<file path="config.mk">
export PLATFORM = sky130hd
export DESIGN_NAME = flit_req_decoder
export DESIGN_NICKNAME = d
export VERILOG_FILES = /design/src/rtl/flit_req_decoder.sv
export SDC_FILE = /design/constraint.sdc
export NUM_CORES = 1
export LEC_CHECK = 0
export ABC_AREA = 1
export BUFFER_PORTS_ARGS = -buffer_cell sky130_fd_sc_hd__buf_2
export CAP_MARGIN = 40
export CORE_ASPECT_RATIO = 0.75
export CORE_MARGIN = 10
export CORE_UTILIZATION = 56
export DETAILED_ROUTE_END_ITERATION = 10
export PLACE_DENSITY = 0.75
export SYNTH_ARGS = -nofsm -noshare
export SYNTH_HDL_FRONTEND = slang
export SYNTH_SLANG_ARGS = --single-unit
</file>
<file path="constraint.sdc">
create_clock -name clk -period 5.6 [get_ports clk]
set_input_delay 1.12 -clock clk [delete_from_list [all_inputs] [get_ports clk]]
set_output_delay 1.12 -clock clk [all_outputs]
set_load 0.005 [all_outputs]
</file>
<file path="src/rtl/flit_req_decoder.sv">
module flit_req_decoder #(
  parameter logic [1:0] UNIT_ID = 2'd1,
  parameter int DEPTH = 4
) (
  input  logic        clk,
  input  logic        rst_n,
  input  logic        flit_valid,
  input  logic [15:0] flit_data,
  output logic        flit_ready,
  output logic        cmd_valid,
  input  logic        cmd_ready,
  output logic [3:0]  cmd_op,
  output logic [11:0] cmd_addr,
  output logic [15:0] cmd_data,
  output logic [15:0] cmd_route,
  output logic        illegal_op
);
  localparam int AW = (DEPTH > 1) ? $clog2(DEPTH) : 1;
  localparam int CW = $clog2(DEPTH + 1);
  localparam int WW = 48;

  typedef enum logic [1:0] {HDR, SECOND, THIRD} phase_t;
  phase_t phase;

  logic [3:0]  op_q;
  logic [11:0] addr_q;
  logic        keep_q, bad_q, long_q;
  logic [15:0] f2_q;

  logic [WW-1:0] mem [DEPTH];
  logic [AW-1:0] wp, rp;
  logic [CW-1:0] level;

  wire       wide   = flit_data[12] & flit_data[11];
  wire [2:0] xidx   = {flit_data[10], flit_data[9:8]};
  wire [3:0] dec_op = wide ? 4'd6 + {1'b0, xidx} : {1'b0, flit_data[12:10]};
  wire [11:0] dec_addr = wide ? {4'b0, flit_data[7:0]} : {2'b0, flit_data[9:0]};
  wire dec_long = flit_data[15] & ~wide & (flit_data[12:10] == 3'b101);
  wire dec_keep = flit_data[15] & (flit_data[14:13] == UNIT_ID);
  wire dec_bad  = wide & (xidx == 3'b111);

  wire accept = flit_valid & flit_ready;
  wire last   = (phase == THIRD) | (phase == SECOND & ~long_q);
  wire done   = accept & last;
  wire push   = done & keep_q & ~bad_q;
  wire pop    = cmd_valid & cmd_ready;
  wire wr_cls = (op_q == 4'd1) | (op_q == 4'd12);

  logic [15:0] new_data, new_route;
  always_comb begin
    if (phase == THIRD) begin
      new_data  = f2_q;
      new_route = flit_data;
    end else begin
      new_data  = wr_cls ? flit_data : 16'h0;
      new_route = wr_cls ? 16'h0 : flit_data;
    end
  end

  assign flit_ready = (level != CW'(DEPTH));
  assign cmd_valid  = (level != '0);
  assign {cmd_op, cmd_addr, cmd_data, cmd_route} = mem[rp];

  always_ff @(posedge clk or negedge rst_n) begin
    if (!rst_n) begin
      phase      <= HDR;
      op_q       <= '0;
      addr_q     <= '0;
      keep_q     <= 1'b0;
      bad_q      <= 1'b0;
      long_q     <= 1'b0;
      f2_q       <= '0;
      illegal_op <= 1'b0;
    end else begin
      illegal_op <= done & keep_q & bad_q;
      if (accept) begin
        case (phase)
          HDR: begin
            op_q   <= dec_op;
            addr_q <= dec_addr;
            keep_q <= dec_keep;
            bad_q  <= dec_bad;
            long_q <= dec_long;
            phase  <= SECOND;
          end
          SECOND: begin
            f2_q  <= flit_data;
            phase <= long_q ? THIRD : HDR;
          end
          default: phase <= HDR;
        endcase
      end
    end
  end

  always_ff @(posedge clk or negedge rst_n) begin
    if (!rst_n) begin
      wp    <= '0;
      rp    <= '0;
      level <= '0;
    end else begin
      if (push) wp <= (wp == AW'(DEPTH - 1)) ? '0 : wp + 1'b1;
      if (pop)  rp <= (rp == AW'(DEPTH - 1)) ? '0 : rp + 1'b1;
      level <= level + CW'(push) - CW'(pop);
    end
  end

  always_ff @(posedge clk) begin
    if (push) mem[wp] <= {op_q, addr_q, new_data, new_route};
  end
endmodule

</file>
# == Yosys cells after proc, flatten, opt, wreduce, memory -nomap -nowiden ==
# Memory sizes are Yosys's and may differ from the RTL's.
# Index checks and enable logic that the tools add are counted.
# W data, S select, Z words.
# classes
addsub,5
eq_ne,10
muxes,12
bitwise,17
reduce_logical,4
# ops
cell,count
$mux W16,4
$and A1 B1 Y1,12
$mux W10,1
$eq A2 B2 Y1 const B,3
$eq A3 B3 Y1 const B,2
$mux W2,3
$add A2 B1 Y2 const B,2
$add A3 B3 Y4 const A,1
$eq A2 B1 Y1 const B,2
$eq A4 B1 Y1 const B,1
$eq A4 B4 Y1 const B,1
$mux W4,1
$pmux W2 S2,1
$reduce_and A2 Y1,2
$add A3 B1 Y3,1
$ne A3 B3 Y1 const B,1
$not A1 Y1,3
$reduce_bool A3 Y1,1
$sub A3 B1 Y3,1
$logic_not A2 Y1,1
$mux W1,2
$or A1 B1 Y1,2
# word_totals
regBits,45
mem_bits_rw,192
inputBits,20
output_inout_bits,51
wordCells,60
mem_count,1
# memory_table
name,depth,width,read_ports,rd_ports_with_merged_regs,wr,line_no,rtl
mem,4,48,1,0,1,30,logic [WW-1:0] mem [DEPTH];

# == Depth between registers and ports, before layout ==
# depth
word_depth,8
ltp_mapped,10
depth_no_buf,10

# == Least setup slack after synthesis ==
# No wires, ideal clock.
# synth_path
path_type,input to register
startpoint,input port flit_valid
endpoint,memory mem[0][0] (enable)
setup_time_ns,0.450
t_arrival_ns,3.425
t_required_ns,5.150
path_slack_ns,1.725
path_stages,4
n_path_buf,0
cell_sequence,nand2_1 > nor2_4 > nand3_2 > nor2_1
# synth_between
elab_chain_len,6
# synth_lines
item,line_no,rtl
start: declaration,7,"input logic flit_valid,"
$and A1 B1 Y1,42,wire accept = flit_valid & flit_ready;
$and A1 B1 Y1,44,wire done = accept & last;
$and A1 B1 Y1 (2 in series),45,wire push = done & keep_q & ~bad_q;
$mux W1,109,"if (push) mem[wp] <= {op_q, addr_q, new_data, new_route};"
$mux W1 (implied by the code),109,
end: declaration,30,
# No other way between the ends.

# == Final worst setup path ==
# layout_path
startpoint,register rp[1]
endpoint,output port cmd_data[8]
# layout_between
elab_chain_len,1
# layout_lines
item,line_no,rtl
start: declaration,31,"logic [AW-1:0] wp, rp;"
start signal: assignment,103,if (pop) rp <= (rp == AW'(DEPTH - 1)) ? '0 : rp + 1'b1;
$mem_v2 Z4 W48,n/a,
end: declaration,14,"output logic [15:0] cmd_data,"
# No other way between the ends.

==> run_results.csv <==
group,metric,value,unit
timing,finalWorstPathRequiredPeriod,3.72,ns
route,ant_nets,0,
critical_path,reg2regPathDepth,6,
timing,holdWs,0.488,ns
critical_path,r2r_slack,2.89,ns
route,drc_errors,0,
critical_path,r2r_end,"mem[2][21]",
global_routing,grt_pass1_wl,31.1,mm
timing,relSlewSlack,39.2,%
pwr,ir_drop,0.239,mV
finish,nNetsFinal,806,
floorplanning,initial_utilization,56.6,%
route,routed_via_density,5.84,
synth,ys_seq_elements,227,
critical_path,worst-path-buf-inv,2,
cts,cts-resized-gates,0,
synth,syn_area_per_cell,12.6,um^2
pwr,p_leak,0.00378,uW
synth,netlist.area_leader.share,61.4,%
synth,yosysUniqueCellTypes,29,
floorplanning,core,15900,um^2
critical_path,path_cells,"inv_2 > o21ai_0 > o22ai_1 > buf_2",
synth,yosys_most_used_dff,"edfxtp_1",
critical_path,startpoint_type,"flop",
finish,fill_cells,1145,
cts,clkTransAtPathRegs,0.06,ns
floorplanning,die_w,166,um
critical_path,crit_path_end_kind,"primary output",
global_routing,grt_pass1_vias,5717,
timing,setup_viol,0,
global_routing,antenna_found_initial,1,
cts,cts_root_buffer,"clkbuf_16",
critical_path,critPathRequiredTime,4.48,ns
finish,multi_input_area,2080,um^2
floorplanning,die_y,130,um
synth,synthCells,716,
placed_design,placed_area,9570,um^2
route,detail_route.iter0.violations,717,
synth,yosysWarnings,0,
critical_path,cp_num_cells,4,
floorplanning,dieArea,21600,um^2
timing,rsz0062_at_grt,"no",
route,dr.pass1.iters,5,
global_routing,grt_max_degree,95,
critical_path,path_class,"flop to primary output",
flow_run,max_cap_violations,0,
floorplanning,row_count,40,
finish,layout-drive-gt1-share,16.0,%
timing,period_share,66.4,%
timing,finalHoldViolCount,0,
placed_design,dp.cells,963,
cts,cts_max_path_buffers,3,
finish,final_cell_count_no_fill,1003,
critical_path,cp-startpoint,"rp[1]",
synth,yosysSeqAreaShare,73.3,%
placed_design,io_buffers,68,
synth,netlist_area,9010,um^2
synth,synth_area_leaders,"edfxtp_1 61%, dfrtp_1 12%, nor2_1 4.2%, o21ai_1 4.2%, o21ai_0 4.0%",
timing,fin_setup_tns,0,ns
worst_hold_path,hold_class,"flop to flop",
status,status,"finished clean",
finish,final-seq-area,6600,um^2
timing,fmax,269,MHz
cts,cts_buffers,22,
critical_path,crit_fanout,48,
synth,synthArstFlopShare,18.9,%
critical_path,worstReg2RegStart,"phase[0]",
pwr,power_density,523,nW/um^2
cts,holdBufCountCts,0,
placed_design,gp_congestion,0.795,
timing,fin_skew,0.0117,ns
critical_path,crit_arrival,2.60,ns
synth,yosys.area.top_type,"edfxtp_1",
finish,stdcell_area,10200,um^2
cts,postCtsSetupRepairBufs,0,
cts,cts_tree,"done",
placed_design,place_hpwl,12.4,mm
global_routing,grt_usage,17.9,%
critical_path,slowest_stage,"dfrtp_2",
critical_path,max_stage_delay,0.74,ns
critical_path,path_delay_family,"buffers and inverters",
global_routing,overflow,0,
cts,clk-insertion-delay-late,0.50,ns
critical_path,crit_path_end,"cmd_data[8]",
finish,n_antenna_cell,0,
synth,synth_edf_count,184,
timing,worst_pin_slew,0.912,ns
route,wl_per_cell,19.7,um
route,routed-via-count,5859,
cts,h-tree-depth,1,
timing,drv_slew,0,
pwr,p_total,5360,uW
floorplanning,io_pins,71,
cts,clock-sinks,227,
route,wirelength,19.8,mm
finish,area_growth,13.8,%
==> state kept, by name, indices dropped and copies added (netlist names) <==
register and flops:
op_q 4, bad_q 1, wp 2, level 3, phase 2, addr_q 10, keep_q 1, rp 2
mem 184, long_q 1, illegal_op 1, f2_q 16
==> metal layers <==
metal / vias up / share of wire [%] / track usage (%) / wire length (um)
met3: 29 / 8.6 / 4.30 / 1690
met1: 2880 / 44 / 24.3 / 8620
met4: 2 / 1.4 / 3.97 / 278
li1: 2702 / - / - / -
met2: 246 / 46 / 28.9 / 9170
met5: - / 0.091 / 0 / 18
==> kinds of logic (layout without fill, tap and decap cells) <==
family | after synthesis | after routing | share of synthesized area, %
xor gates and xnor gates | 2 | 2 | 0.195
adders and majority gates | 9 | 9 | 1.33
AOI/OAI and AO/OA | 211 | 211 | 12.4
and+or+nand+nor | 186 | 186 | 8.79
buffers and inverters | 80 | 156 | 3.95
other | 1 | 2 | 0.0416
DFF | 227 | 227 | 73.3
==> power breakdown <==
part | switching (uW) | internal [uW] | total [uW]
logic | 1060 | 544 | 1600
registers | 196 | 2180 | 2380
clock network | 576 | 796 | 1370
total | 1830 | 3520 | 5360
==> cells in the mapped netlist, types with 3 or more instances <==
master and n:
inv_2 6, inv_1 32, nor2_1 101, a21oi_1 17, o21ai_0 72, buf_4 11, edfxtp_1 184, nand4_1 5
nand2_1 68, o22ai_1 46, nand3_1 3, dfrtp_1 43, o21ai_1 75, ha_1 8, clkbuf_1 19, buf_2 11
==> worst min-delay path by stage <==
stage | slack [ns] | depth (start not counted) | endpoint | start
global route | 0.52 | 1 | level[2] | rst_n
floorplan | 0.46 | 2 | bad_q | bad_q
global placement | 0.47 | 2 | f2_q[13] | f2_q[13]
CTS | 0.49 | 2 | f2_q[5] | f2_q[5]
detailed placement | 0.48 | 2 | f2_q[5] | f2_q[5]
finish | 0.49 | 2 | f2_q[5] | f2_q[5]
==> worst register-to-register path, cell delays in order, from the launching register on <==
cell and delay (ns):
dfrtp_1 0.42, inv_2 0.12, nand2_4 0.17, nand2_1 0.20
nand3_2 0.28, nor2_4 0.62, buf_4 0.54
==> final cells by class <==
class	count	area share [%]
Timing Repair Buffer	78	4.69
Multi-Input combinational cell	410	20.3
Clock buffer	28	5.80
Sequential cell	227	64.4
Tap cell	210	2.56
Clock inverter	12	0.806
Inverter	38	1.39
==> cells in the final DEF (no fill, tap or decap), types with 8 or more instances in the layout <==
cell type  netlist  final
a21oi_1         17     17
buf_2           11     68
clkbuf_16        0     23
dfrtp_1         43     41
edfxtp_1       184    184
ha_1             8      8
inv_1           32     32
nand2_1         68     68
nor2_1         101     97
o21ai_0         72     72
o21ai_1         75     75
o22ai_1         46     46
==> per-stage QoR <==
step	setup WS, ns	util (%)
floorplan	1.73	-
global placement	2.30	59.6
detailed placement	2.28	60.1
CTS	1.87	64.4
global route	1.67	64.4
finish	1.88	64.4
Note: power is estimated with default switching activity, not from simulation.
